`config.mk`:
```
export PLATFORM = sky130hd
export DESIGN_NAME = mode_mod_counter
export DESIGN_NICKNAME = d
export VERILOG_FILES = /design/src/rtl/mmc_pkg.sv /design/src/rtl/mmc_toggle_gen.sv /design/src/rtl/mmc_tff_bank.sv /design/src/rtl/mmc_tc_decode.sv /design/src/rtl/mode_mod_counter.sv
export SDC_FILE = /design/constraint.sdc
export NUM_CORES = 1
export LEC_CHECK = 0
export CAP_MARGIN = 25
export CORE_AREA = 2 2 39 41
export CTS_BUF_LIST = sky130_fd_sc_hd__clkbuf_2
export CTS_CLUSTER_SIZE = 14
export DETAILED_ROUTE_END_ITERATION = 7
export DIE_AREA = 0 0 41 43
export DONT_BUFFER_PORTS = 1
export PLACE_DENSITY = 0.35
export SLEW_MARGIN = 20
export SYNTH_ARGS = -nofsm -noshare
export SYNTH_HDL_FRONTEND = slang
export SYNTH_SLANG_ARGS = --single-unit
```
`constraint.sdc`:
```
create_clock -name clk_i -period 1 [get_ports clk_i]
set_input_delay 0 -clock clk_i [delete_from_list [all_inputs] [get_ports clk_i]]
set_output_delay 0 -clock clk_i [all_outputs]
set_load 0.05 [all_outputs]
```
`src/rtl/mmc_pkg.sv`:
```
package mmc_pkg;
  localparam int unsigned CNT_W = 3;

  typedef enum logic {
    MODE_SHORT = 1'b0,
    MODE_FULL  = 1'b1
  } mode_e;
endpackage

```
`src/rtl/mmc_toggle_gen.sv`:
```
module mmc_toggle_gen #(
  parameter int unsigned WIDTH = mmc_pkg::CNT_W
) (
  input  logic             mode_i,
  input  logic [WIDTH-1:0] q_i,
  output logic [WIDTH-1:0] tgl_o
);
  localparam int unsigned MSB = WIDTH - 1;

  logic [WIDTH:0] carry;

  assign carry[0] = 1'b1;
  for (genvar i = 0; i < WIDTH; i++) begin : g_carry
    assign carry[i+1] = carry[i] & q_i[i];
  end

  always_comb begin
    tgl_o = carry[WIDTH-1:0];
    if (mmc_pkg::mode_e'(mode_i) == mmc_pkg::MODE_SHORT) begin
      if (q_i[MSB]) tgl_o = q_i;       // out of range: clear every set bit
      else          tgl_o[MSB] = 1'b0; // short wrap leaves top bit at 0
    end
  end
endmodule

```
`src/rtl/mmc_tff_bank.sv`:
```
module mmc_tff_bank #(
  parameter int unsigned WIDTH = mmc_pkg::CNT_W
) (
  input  logic             clk_i,
  input  logic             rst_ni,
  input  logic [WIDTH-1:0] tgl_i,
  output logic [WIDTH-1:0] q_o
);
  for (genvar i = 0; i < WIDTH; i++) begin : g_bit
    logic bit_q;

    always_ff @(negedge clk_i or negedge rst_ni) begin
      if (!rst_ni)       bit_q <= 1'b0;
      else if (tgl_i[i]) bit_q <= ~bit_q;
    end

    assign q_o[i] = bit_q;

    assert_bit_needs_tgl_R8: assert property (@(negedge clk_i) disable iff (!rst_ni)
      !tgl_i[i] |=> (q_o[i] == $past(q_o[i])))
      else $error("bit %0d moved without toggle enable", i);
  end
endmodule

```
`src/rtl/mmc_tc_decode.sv`:
```
module mmc_tc_decode #(
  parameter int unsigned WIDTH = mmc_pkg::CNT_W
) (
  input  logic             mode_i,
  input  logic [WIDTH-1:0] q_i,
  output logic             tc_o
);
  localparam logic [WIDTH-1:0] SHORT_LAST = {1'b0, {(WIDTH-1){1'b1}}};

  always_comb begin
    if (mmc_pkg::mode_e'(mode_i) == mmc_pkg::MODE_FULL) tc_o = &q_i;
    else                                                tc_o = (q_i == SHORT_LAST);
  end
endmodule

```
`src/rtl/mode_mod_counter.sv`:
```
module mode_mod_counter #(
  parameter int unsigned WIDTH = mmc_pkg::CNT_W
) (
  input  logic             clk_i,
  input  logic             rst_ni,
  input  logic             mode_i,
  output logic [WIDTH-1:0] count_o,
  output logic             tc_o
);
  localparam int unsigned     MSB        = WIDTH - 1;
  localparam logic [WIDTH-1:0] SHORT_LAST = {1'b0, {(WIDTH-1){1'b1}}};

  logic [WIDTH-1:0] q;
  logic [WIDTH-1:0] tgl;

  mmc_toggle_gen #(.WIDTH(WIDTH)) i_toggle_gen (
    .mode_i (mode_i),
    .q_i    (q),
    .tgl_o  (tgl)
  );

  mmc_tff_bank #(.WIDTH(WIDTH)) i_tff_bank (
    .clk_i  (clk_i),
    .rst_ni (rst_ni),
    .tgl_i  (tgl),
    .q_o    (q)
  );

  mmc_tc_decode #(.WIDTH(WIDTH)) i_tc_decode (
    .mode_i (mode_i),
    .q_i    (q),
    .tc_o   (tc_o)
  );

  assign count_o = q;

  assert_short_wrap_R3: assert property (@(negedge clk_i) disable iff (!rst_ni)
    (!mode_i && q == SHORT_LAST) |=> (q == '0))
    else $error("short cycle did not wrap");

  assert_short_stays_low_R3: assert property (@(negedge clk_i) disable iff (!rst_ni)
    (!mode_i && !q[MSB]) |=> !q[MSB])
    else $error("short cycle left lower half");

  assert_full_step_R4: assert property (@(negedge clk_i) disable iff (!rst_ni)
    mode_i |=> (q == WIDTH'($past(q) + 1'b1)))
    else $error("full cycle did not step by one");

  assert_upper_clear_R5: assert property (@(negedge clk_i) disable iff (!rst_ni)
    (!mode_i && q[MSB]) |=> (q == '0))
    else $error("upper state not cleared in short mode");

  assert_tc_then_zero_R7: assert property (@(negedge clk_i) disable iff (!rst_ni)
    tc_o |=> (q == '0))
    else $error("terminal count not followed by zero");
endmodule

```
After elaboration in Yosys (flattened, before gate mapping)
Cells that the tools add are included.
{"block": "word_totals", "romBits": 0, "elab_cells": 13, "output_inout_bits": 4, "register_bits": 3, "input_bits": 3, "latch_bits": 0, "n_memories": 0, "ramBits": 0}
{"block": "classes", "n_bitwise": 4, "n_eq_ne": 1, "n_reduce_logical": 1, "n_shift": 0, "n_div": 0, "add_sub_neg": 0, "muxes": 4, "multipliers": 0, "order_cmp": 0}
{"cell": "$eq 3x2->1 const B", "count": 1}
{"cell": "$mux 3", "count": 1}
{"cell": "$not 1->1", "count": 3}
{"cell": "$reduce_and 3->1", "count": 1}
{"cell": "$mux 1", "count": 2}
{"cell": "$mux 2", "count": 1}
{"cell": "$and 1x1->1", "count": 1}

Depth between registers and ports, before layout
{"block": "depth", "ltp_word": 2, "mapped_depth": 2}

Modules after synthesis
From an unflattened synthesis, not the netlist that was laid out.
{"block": "unflattened", "hier_cells": 15, "area_unflattened_um2": 182.7}
{"mod": "mmc_tff_bank", "area_per_inst_um2": 123.9, "n_inst": 1, "cells_each": 9, "seq_area_each_um2": 75.1}
{"mod": "mmc_toggle_gen", "area_per_inst_um2": 43.8, "n_inst": 1, "cells_each": 4, "seq_area_each_um2": 0.0}
{"mod": "mmc_tc_decode", "area_per_inst_um2": 15.0, "n_inst": 1, "cells_each": 2, "seq_area_each_um2": 0.0}

==> metrics.log <==
INFO  metric cp_data_required_time = 1.00 ns
INFO  metric grt_start_max_net_pins = 4
INFO  metric setup.reg_to_reg.worst_slack = -0.21 ns
INFO  metric met1_usage = 0.0516
INFO  metric core_area = approximately 0.0014 mm²
INFO  metric grt.met2_usage = 0.0594
INFO  metric synthCells = 15
INFO  metric worst_hold_slack = 0.322 ns
INFO  metric drt-pass1-iter-count = 2
INFO  metric synthesis.nets = 18
INFO  metric grt.overflow.total = 0
INFO  metric synthDistinctLibCells = 10
INFO  metric clock_input_transition_at_the_sequential_cells_of_the_worst_setup_and_hold_paths = 0.04 ns
INFO  metric portBuffers = 0
INFO  metric total_die_area = 0.00176 mm²
INFO  metric worstSkewPairLatency = around 0.2 ns
INFO  metric detailedPlacementHpwl = 240 µm
INFO  metric syn_area = 161 µm²
INFO  metric post_drt_wl_per_cell = 7.98 µm
INFO  metric failed_checks = setup timing
INFO  metric grt_pass1_wl = between 500 and 600 µm
INFO  metric maxSlewViolCount = 0
INFO  metric cts.sinks = 3
INFO  metric worst_hold_startpoint = mode_i
INFO  metric detail_route.wirelength = 343 µm
INFO  metric ys_seq_elements = 3
INFO  metric crit_start = i_tff_bank.g_bit[2].bit_q
INFO  metric route.antenna.remaining_nets = 0
INFO  metric fillCellCount = ~150
INFO  metric synth_sequential_area_ratio = 0.465
INFO  metric antenna_cells = 0
INFO  metric cp_data_arrival_time = roughly 1.6 ns
INFO  metric postSynthAreaPerCell = 10.8 µm²
INFO  metric timing.critical_path.fanout_max = 3
INFO  metric routed_via_density = 3.12
INFO  metric cts.htree.levels = 1
INFO  metric final_net_count = 31
INFO  metric setup_ws = -0.642 ns
INFO  metric max-clock-path-buffers = 2
INFO  metric reg_top3 = i_tff_bank.g_bit.bit_q (3)
INFO  metric initial_utilization = 0.117
INFO  metric initialDrtViolationCount = 3
INFO  metric place_worst_setup_slack = -0.422 ns
INFO  metric timing.final.setup_violations = 5
INFO  metric post_dp_cell_area = 223 µm²
INFO  metric class_of_the_worst_hold_path = input pin to output port
INFO  metric die_w = 41 µm
INFO  metric critical_path_class = flop to output port
INFO  metric die_height = about 43 µm
INFO  metric timing_worst_slew_pin_value = 0.186 ns
INFO  metric io_pins = 7
INFO  metric gr-max-usage-layer = met4
INFO  metric critPathLaunchType = flop
INFO  metric rsz0062_at_grt = true
INFO  metric crit-reg2reg-capture = i_tff_bank.g_bit[2].bit_q
INFO  metric drc = 0
INFO  metric maxCapViolCount = 0
INFO  metric postLayoutCellArea = 320 µm²
INFO  metric cts_buffers = 3
INFO  metric status = finished with violations
INFO  metric num_vias = 134
INFO  metric timing.clock.skew = 0.00439 ns
INFO  metric grt.met3_usage = 0.0524
INFO  metric critPathCaptureType = output port
INFO  metric rows = 14
INFO  metric reg2regPathDepth = 7
INFO  metric timing.max_slew.rel_slack = 0.876
INFO  metric via_count_of_the_first_global_routing_pass = 141
INFO  metric grt_antenna_before_repair = 0
INFO  metric yosysWarnings = 0
INFO  metric flip_flop_count_of_the_largest_register_all_copies_and_words_added = 3
INFO  metric worst_r2r_startpoint = i_tff_bank.g_bit[2].bit_q
INFO  metric worst_setup_path_endpoint = count_o[2]
INFO  metric tritoncts = yes
INFO  metric clockRootBuffer = sky130_fd_sc_hd__clkbuf_2
INFO  metric groute.usage.overall = 0.0603
INFO  metric final-hold-violation-count = 0
INFO  metric gpl.final_weighted_congestion = ~0.52
INFO  metric syn_to_final_growth = 98.4%
INFO  metric registers.top_by_ff_count = i_tff_bank.g_bit.bit_q
INFO  metric drive_above_1_share = 0.704
[worst min path at each step]
stage                                 to  slack [ns]  cells past startpoint
6_report                            tc_o        0.32                      3
5_1_grt                             tc_o        0.33                      3
4_1_cts                             tc_o        0.35                      3
3_5_place_dp   i_tff_bank.g_bit[0].bit_q         0.1                      0
3_3_place_gp   i_tff_bank.g_bit[2].bit_q         0.1                      0
2_1_floorplan  i_tff_bank.g_bit[0].bit_q         0.1                      0
[logic make-up after synthesis]
logic type             count (synthesis)  share of synthesized area
XOR/XNOR                               1                     0.0543
flip-flops                             3                      0.465
AND/OR/NAND/NOR                        7                      0.279
multiplexers                           1                     0.0620
buffers and inverters                  3                      0.140
[Yosys cell counts, drive strengths merged]
master,instances,area share
nor2,2,0.047
nand2,2,0.062
nand2b,1,0.039
xnor2,1,0.054
mux2i,1,0.062
buf,3,0.14
dfrtn,3,0.47
nor2b,1,0.054
nor3b,1,0.078
[cell usage in the layout, fill, tap and decap left out]
cell type	n
sky130_fd_sc_hd__xnor2_1	1
sky130_fd_sc_hd__mux2i_1	1
sky130_fd_sc_hd__dlygate4sd3_1	1
sky130_fd_sc_hd__nand2_2	2
sky130_fd_sc_hd__buf_12	2
sky130_fd_sc_hd__nor2b_2	1
sky130_fd_sc_hd__buf_6	4
sky130_fd_sc_hd__nor3b_4	1
sky130_fd_sc_hd__dfrtn_1	3
sky130_fd_sc_hd__buf_4	4
sky130_fd_sc_hd__clkbuf_2	4
sky130_fd_sc_hd__nand2b_4	1
sky130_fd_sc_hd__nor2_1	2
[through the flow]
| step | util | setup TNS (ns) | cells |
|---|---|---|---|
| final | 0.231 | -2.11 | 43 |
| after global routing | 0.231 | -2.35 | 43 |
| after CTS | 0.221 | -2.20 | 43 |
| after detailed placement | 0.161 | -0.781 | 34 |
| after global placement | 0.161 | -0.739 | 34 |
| after floorplan | - | -0.919 | 15 |
[cell type report]
cell class,count,area [µm²],area share
repair buffers,11,125,0.391
multi-input cells,9,80.1,0.250
flip-flops and latches,3,75.1,0.234
clock buffers,4,20.0,0.0625
well taps,16,20.0,0.0625
[per-layer routing]
layer	part of all wire	up-vias
met5	0	-
met4	0	0
met3	0.099	0
met2	0.56	3
met1	0.34	62
li1	-	69
[worst max-delay path, stage by stage, from the launching register on]
cell and delay (ns):
sky130_fd_sc_hd__dfrtn_1 0.35, sky130_fd_sc_hd__buf_4 0.14, sky130_fd_sc_hd__buf_6 0.10, sky130_fd_sc_hd__buf_6 0.10
sky130_fd_sc_hd__buf_6 0.10, sky130_fd_sc_hd__buf_12 0.14
[repair_timing]
item / 4_1_cts / 5_1_grt
setup buffers: 4 / 0
hold buffers: 1 / 0
setup endpoints to repair: 4 / 6
endpoints found under the hold margin: 3 / 0
resized for setup: 6 / 3
Power is not shown: default switching activity piles up to over one toggle a cycle in this logic, so the estimate is an artifact.
